## config.mk

```make
export PLATFORM = sky130hd
export DESIGN_NAME = win_watchdog
export DESIGN_NICKNAME = d
export VERILOG_FILES = /design/src/rtl/wdw_pkg.sv /design/src/rtl/wdw_sampler.sv /design/src/rtl/wdw_seq.sv /design/src/rtl/wdw_enable.sv /design/src/rtl/win_watchdog.sv
export SDC_FILE = /design/constraint.sdc
export NUM_CORES = 1
export LEC_CHECK = 0
export BUFFER_PORTS_ARGS = -buffer_cell sky130_fd_sc_hd__buf_2
export CAP_MARGIN = 10
export CORE_ASPECT_RATIO = 2
export CORE_MARGIN = 2
export CORE_UTILIZATION = 45
export CTS_CLUSTER_DIAMETER = 30
export DETAILED_ROUTE_END_ITERATION = 10
export GPL_TIMING_DRIVEN = 0
export SKIP_LAST_GASP = 1
export SYNTH_ARGS = -nofsm -noshare
export SYNTH_HDL_FRONTEND = slang
export SYNTH_HIERARCHICAL = 1
export SYNTH_SLANG_ARGS = --single-unit
```

## constraint.sdc

```tcl
create_clock -name clk -period 2.32 [get_ports clk]
set_clock_uncertainty 0.1 [all_clocks]
set_input_delay 0.464 -clock clk [delete_from_list [all_inputs] [get_ports clk]]
set_output_delay 0.464 -clock clk [all_outputs]
set_load 0.02 [all_outputs]
```

## src/rtl/wdw_pkg.sv

```systemverilog
package wdw_pkg;

    localparam int unsigned SMP_DEPTH = 4;
    localparam logic [SMP_DEPTH-1:0] TRIG_SHAPE = 4'b1100;

    typedef enum logic [1:0] {
        PH_CLOSED = 2'd0,
        PH_OPEN   = 2'd1,
        PH_HOLD   = 2'd2,
        PH_RESET  = 2'd3
    } wdw_phase_e;

    typedef struct packed {
        logic valid;
        logic pre;
        logic miss;
    } wdw_evt_s;

    function automatic logic shape_match(logic [SMP_DEPTH-1:0] h);
        return h == TRIG_SHAPE;
    endfunction

    function automatic int unsigned max3(int unsigned a, int unsigned b, int unsigned c);
        int unsigned m;
        m = (a > b) ? a : b;
        return (m > c) ? m : c;
    endfunction

endpackage

```

## src/rtl/wdw_sampler.sv

```systemverilog
module wdw_sampler
    import wdw_pkg::*;
(
    input  logic clk,
    input  logic rst,
    input  logic tick,
    input  logic din,
    input  logic clr,
    output logic hit
);

    logic [SMP_DEPTH-1:0] hist_q;
    logic [SMP_DEPTH-1:0] hist_nx;

    always_comb begin
        hist_nx = {hist_q[SMP_DEPTH-2:0], din};
        hit     = tick && !clr && shape_match(hist_nx);
    end

    always_ff @(posedge clk) begin
        if (rst || clr) begin
            hist_q <= '0;
        end else if (tick) begin
            hist_q <= hit ? '0 : hist_nx;
        end
    end

    // history moves only on a tick
    a_r2_hold_between_ticks: assert property (@(posedge clk) disable iff (rst)
        (!tick && !clr) |=> $stable(hist_q));

    // a completed trigger empties the history
    a_r3_hit_clears: assert property (@(posedge clk) disable iff (rst)
        hit |=> (hist_q == '0));

endmodule

```

## src/rtl/wdw_seq.sv

```systemverilog
module wdw_seq
    import wdw_pkg::*;
#(
    parameter int unsigned CW_CYCLES    = 32,
    parameter int unsigned OW_CYCLES    = 32,
    parameter int unsigned FAULT_DELAY  = 64,
    parameter int unsigned RESET_CYCLES = 64
) (
    input  logic     clk,
    input  logic     rst,
    input  logic     por_ok,
    input  logic     tick,
    input  logic     hit,
    output wdw_evt_s evt_o,
    output logic     smp_clr,
    output logic     wd_rst_o
);

    localparam int unsigned WMAX = max3(CW_CYCLES, OW_CYCLES, RESET_CYCLES);
    localparam int unsigned WW   = $clog2(WMAX + 1);
    localparam int unsigned SW   = $clog2(FAULT_DELAY + 1);
    localparam logic [WW-1:0] CW_L  = WW'(CW_CYCLES);
    localparam logic [WW-1:0] OW_L  = WW'(OW_CYCLES);
    localparam logic [WW-1:0] WDR_L = WW'(RESET_CYCLES);
    localparam logic [SW-1:0] SR_L  = SW'(FAULT_DELAY);

    wdw_phase_e    phase_q;
    logic [WW-1:0] wcnt_q;
    logic [SW-1:0] scnt_q;
    logic [WW-1:0] wnext;
    logic [SW-1:0] snext;

    always_comb begin
        wnext       = wcnt_q + 1'b1;
        snext       = scnt_q + 1'b1;
        evt_o.pre   = tick && (phase_q == PH_CLOSED) && hit;
        evt_o.valid = tick && (phase_q == PH_OPEN) && hit;
        evt_o.miss  = tick && (phase_q == PH_OPEN) && !hit && (wnext == OW_L);
        smp_clr     = !por_ok || (phase_q == PH_HOLD) || (phase_q == PH_RESET);
        wd_rst_o    = (phase_q == PH_RESET);
    end

    always_ff @(posedge clk) begin
        if (rst || !por_ok) begin
            phase_q <= PH_CLOSED;
            wcnt_q  <= '0;
            scnt_q  <= '0;
        end else if (tick) begin
            unique case (phase_q)
                PH_CLOSED: begin
                    scnt_q <= snext;
                    if (hit) begin
                        phase_q <= (snext == SR_L) ? PH_RESET : PH_HOLD;
                        wcnt_q  <= '0;
                    end else if (wnext == CW_L) begin
                        phase_q <= PH_OPEN;
                        wcnt_q  <= '0;
                    end else begin
                        wcnt_q  <= wnext;
                    end
                end
                PH_OPEN: begin
                    if (hit) begin
                        phase_q <= PH_CLOSED;
                        wcnt_q  <= '0;
                        scnt_q  <= '0;
                    end else if (wnext == OW_L) begin
                        phase_q <= (snext == SR_L) ? PH_RESET : PH_HOLD;
                        wcnt_q  <= '0;
                        scnt_q  <= snext;
                    end else begin
                        wcnt_q  <= wnext;
                        scnt_q  <= snext;
                    end
                end
                PH_HOLD: begin
                    scnt_q <= snext;
                    if (snext == SR_L) begin
                        phase_q <= PH_RESET;
                        wcnt_q  <= '0;
                    end
                end
                PH_RESET: begin
                    if (wnext == WDR_L) begin
                        phase_q <= PH_CLOSED;
                        wcnt_q  <= '0;
                        scnt_q  <= '0;
                    end else begin
                        wcnt_q  <= wnext;
                    end
                end
                default: phase_q <= PH_CLOSED;
            endcase
        end
    end

    // a valid trigger starts a fresh closed window
    a_r5_valid_restart: assert property (@(posedge clk) disable iff (rst)
        (evt_o.valid && por_ok) |=> (phase_q == PH_CLOSED && scnt_q == '0));

    // no trigger is recognised while a fault is pending or served
    a_r8_quiet_in_fault: assert property (@(posedge clk) disable iff (rst)
        (phase_q == PH_HOLD || phase_q == PH_RESET) |-> !hit);

    // the reset request holds between ticks
    a_r7_rst_hold: assert property (@(posedge clk) disable iff (rst)
        (wd_rst_o && !tick && por_ok) |=> wd_rst_o);

endmodule

```

## src/rtl/wdw_enable.sv

```systemverilog
module wdw_enable
    import wdw_pkg::*;
(
    input  logic     clk,
    input  logic     rst,
    input  logic     por_ok,
    input  logic     wd_rst,
    input  wdw_evt_s evt,
    output logic     sys_en
);

    logic en_q;

    always_ff @(posedge clk) begin
        if (rst || !por_ok || wd_rst || evt.pre || evt.miss) begin
            en_q <= 1'b0;
        end else if (evt.valid) begin
            en_q <= 1'b1;
        end
    end

    assign sys_en = en_q;

    // enable only rises after a valid trigger
    a_r9_rise_on_valid: assert property (@(posedge clk) disable iff (rst)
        $rose(en_q) |-> $past(evt.valid));

    // faults drop the enable in the next clock
    a_r10_fault_drop: assert property (@(posedge clk) disable iff (rst)
        (evt.pre || evt.miss) |=> !en_q);

    // supply loss drops the enable
    a_r11_por_drop: assert property (@(posedge clk) disable iff (rst)
        !por_ok |=> !en_q);

endmodule

```

## src/rtl/win_watchdog.sv

```systemverilog
module win_watchdog
    import wdw_pkg::*;
#(
    parameter int unsigned CW_CYCLES    = 32,
    parameter int unsigned OW_CYCLES    = 32,
    parameter int unsigned FAULT_DELAY  = 64,
    parameter int unsigned RESET_CYCLES = 64
) (
    input  logic clk,
    input  logic rst,
    input  logic cyc_tick,
    input  logic trig_in,
    input  logic por_ok,
    output logic wd_rst_req,
    output logic sys_rst_n,
    output logic sys_en
);

    wdw_evt_s evt;
    logic     hit;
    logic     smp_clr;
    logic     wd_rst;

    wdw_sampler u_smp (
        .clk  (clk),
        .rst  (rst),
        .tick (cyc_tick),
        .din  (trig_in),
        .clr  (smp_clr),
        .hit  (hit)
    );

    wdw_seq #(
        .CW_CYCLES    (CW_CYCLES),
        .OW_CYCLES    (OW_CYCLES),
        .FAULT_DELAY  (FAULT_DELAY),
        .RESET_CYCLES (RESET_CYCLES)
    ) u_seq (
        .clk      (clk),
        .rst      (rst),
        .por_ok   (por_ok),
        .tick     (cyc_tick),
        .hit      (hit),
        .evt_o    (evt),
        .smp_clr  (smp_clr),
        .wd_rst_o (wd_rst)
    );

    wdw_enable u_en (
        .clk    (clk),
        .rst    (rst),
        .por_ok (por_ok),
        .wd_rst (wd_rst),
        .evt    (evt),
        .sys_en (sys_en)
    );

    assign wd_rst_req = wd_rst;
    assign sys_rst_n  = por_ok & ~wd_rst;

    // one outcome per tick at most
    a_r6_single_outcome: assert property (@(posedge clk) disable iff (rst)
        $onehot0({evt.valid, evt.pre, evt.miss}));

    // enable never coexists with a reset request
    a_r7_no_en_in_reset: assert property (@(posedge clk) disable iff (rst)
        wd_rst_req |-> !sys_en);

    // no watchdog request after supply loss
    a_r11_por_clears_req: assert property (@(posedge clk) disable iff (rst)
        !por_ok |=> !wd_rst_req);

endmodule

```

==> summary.md <==
| Metric | Value |
|---|---|
| Status | finished clean |
| Reg clk slew, reported paths | 0.07 ns |
| Final std cell area, no fill | 1450 um^2 |
| Die height | 79.7 um |
| Synth Flop Type | dfxtp_1 |
| Htree depth | 1 |
| Rows | 27 |
| #FFs+latches synth | 20 |
| GP Congestion | 0.850 |
| Layout Cells excl Fill | 202 |
| Synth Area per Inst | 7.96 um^2 |
| Number of synthesized flops with an enable pin | 0 |
| Post-Syn Nets | 169 |
| Die width | 41.9 um |
| RSZ-0062 raised after global routing | yes |
| Synth warn | 6 |
| Worst VDD drop | 323 uV |
| Post-synthesis mux area share | under 10% |
| Largest net degree at the start of global routing | 11 |
| Via count | 1,252 |
| Final Critical Period | 2.24 ns |
| Required @ worst endpoint | 2.36 ns |
| PD cells | 431 nW/um^2 |
| Seq/Total Area, Yosys | roughly 31% |
| Post-route DRC | 0 |
| Simple-Gate Fraction of Synth Area | 31.3% |
| Detailed Routing Iterations Pass 1 | 4 |
| Clock tree buffer depth | 2 |
| GR Overflow Total | 0 |
| Final setup viols | 0 |
| Combinational family with the most area after synthesis | simple AND/OR/NAND/NOR gates |
| Layout cell share with drive strength beyond 1 | a little over a fifth |
| WS Path Type | reg -> reg |
| Hold Fails Final Rpt | 0 |
| Post-DP HPWL | 2.46 mm |
| Synth-to-layout area growth | 12.7% |
| Xor and xnor area share after synthesis | 2.04% |
| Clock tree root buffer cell | clkbuf_8 |
| Compound-Gate Fraction of Synth Area | between 20 and 30% |
| Ports | 8 |
| First-pass GRT wire length | 5.53 mm |
| Routed vias/inst | 6.20 |
| Number of antenna violations at the first check in global routing | 0 |
| CTS tree | yes |
| Mapped Cells | 162 |
| Placed Cells | 198 |
| Starting Density | 47.1% |
| Max_cap viols | 0 |
| Leakage | between 0.5 and 0.6 nW |
| CP Launch Type | flip-flop |
| Fin util | roughly 53% |
| Type of the most critical hold path | reg -> reg |
| CP arrival | 2.27 ns |
| Vias in the first global route | between 1,000 and 1,500 |
| Post-DR wirelength/cell | approximately 17 um |
| Unique masters post-synth | just over 50 |
| Post-synthesis cell area | 1290 um^2 |
| TritonCTS Buffers | 3 |
| Fmax | 447 MHz |
| Measured slew at the worst slew-check pin | ~0.65 ns |
| Core ar. | 2740 um^2 |
| Die area | 3340 um^2 |
| CP Max Fanout | 10 |
| CTS hold repair buffers | 0 |
| Slew Limit Fails | 0 |
| Crit end category | flip-flop |
| Latest clock arrival within the worst-skew pair | approximately 0.25 ns |
| Nets | between 150 and 200 |
| Fin crit share | slightly below 100% |
| Post-Route WL | 3.37 mm |
| Sink Count | 20 |
| DP Area | 1360 um^2 |
| Antenna cell count | 0 |
| Ys async rst share | 0% |
| Antenna viol nets, final | 0 |
| Port Buffers | 7 |
| DRT iter0 DRCs | 35 |
| Max_slew headroom | 55.8% |
| Post-Synth Adder-Cell Area | under 10% |
| All-Layer GR Usage | 21.4% |
metal layers:
metal	wire [um]	global-route usage, %	vias up
met3	78	1.81	4
met4	44	11.0	0
li1	-	-	634
met1	1280	22.8	591
met2	1960	40.2	23
met5	0	0	-
cells in the mapped netlist (2+ instances only):
cell type	n	area [um^2]
dfxtp_1	20	400
nand2_1	15	56.3
nor2_1	15	56.3
o21ai_0	13	65.1
a21oi_1	12	60.1
a31oi_1	5	31.3
nand3_1	5	25.0
nor3_1	5	25.0
and3_1	4	25.0
inv_1	4	15.0
mux2i_1	4	40.0
a211oi_1	3	22.5
buf_2	3	15.0
buf_4	3	22.5
nand2b_1	3	18.8
nor3b_1	3	22.5
o311ai_0	3	26.3
or2_2	3	18.8
a41oi_1	2	17.5
ha_1	2	25.0
nand4_1	2	12.5
o31ai_1	2	15.0
or4_1	2	15.0
xor2_1	2	17.5
registers in the layout, summed over array words and instances (netlist names):
signal and flops:
u_seq/wcnt_q 7, u_en/sys_en 1, u_seq/scnt_q 7, u_smp/hist_q 3
u_seq/phase_q 2
per-stage QoR:
step                worst slack (ns)  setup TNS [ns]  total power, mW  hold WS (ns)
CTS                          0.00920               0            0.641         0.373
global route                 -0.0179         -0.0261            0.654         0.423
floorplan                      0.151               0            0.391         0.328
detailed placement            -0.201           -1.17            0.410         0.349
global placement              -0.176          -0.890            0.409         0.344
finish                        0.0828               0            0.627         0.378
layout make-up:
cell class,count,area [um^2]
Buffer,7,47.5
Clock buffer,3,41.3
Fill cell,267,1280
Inverter,4,15.0
Multi-Input combinational cell,130,855
Sequential cell,20,409
Tap cell,29,36.3
Timing Repair Buffer,9,50.0
power by group:
group / switching [mW] / internal, mW
Sequential: 0.00408 / 0.344
Combinational: 0.0329 / 0.0220
Clock: 0.108 / 0.115
Total: 0.145 / 0.482
worst max-delay path, cell delays in order (launching register included):
cell	delay [ns]
dfxtp_4	0.38
ha_1	0.14
clkbuf_4	0.18
nand2_1	0.07
or3_4	0.35
a31o_1	0.25
clkbuf_4	0.19
o41ai_2	0.34
a21oi_1	0.11
cells by family after synthesis:
kind of cell | Yosys count
buffers and inverters | 12
adder cells (fa/ha/maj) | 2
AO/OA/AOI/OAI | 51
AND/OR/NAND/NOR | 70
multiplexers | 4
flip-flops | 20
XOR/XNOR | 3
what timing repair did:
item / CTS / global route
buffers inserted: 0 / 2
endpoints found under the hold margin: 0 / 0
setup endpoints to repair: 13 / 8
gates cloned: 0 / 0
pin swaps: 0 / 1
resized for setup: 7 / 8
final timing paths:
| kind | slack (ns) | startpoint | cells past startpoint | endpoint |
|---|---|---|---|---|
| hold reg to reg | 0.38 | u_smp/hist_q[2] | 1 | u_smp/hist_q[2] |
| setup / recovery | 0.08 | u_seq/wcnt_q[1] | 8 | u_seq/phase_q[0] |
| setup reg to reg | 0.08 | u_seq/wcnt_q[1] | 8 | u_seq/phase_q[0] |
| hold / removal | 0.38 | u_smp/hist_q[2] | 1 | u_smp/hist_q[2] |
cell usage in the layout (no fill, tap or decap), types with 2 or more instances in the layout:
cell type / n
o21ai_0: 11
nor2_1: 15
or2_2: 3
clkbuf_8: 3
or4_1: 2
buf_4: 5
xor2_1: 2
inv_1: 4
a41oi_1: 2
nand2_1: 15
nand3_1: 5
o31ai_1: 2
o21ai_1: 2
a31oi_1: 5
and3_1: 3
a211oi_1: 3
ha_1: 2
clkbuf_4: 2
a21oi_1: 12
mux2i_1: 4
dfxtp_1: 17
o311ai_0: 2
dfxtp_4: 2
buf_2: 9
nor3b_1: 3
nor3_1: 5
nand4_1: 2
nand2b_1: 2
(Power assumes the default switching activity.)
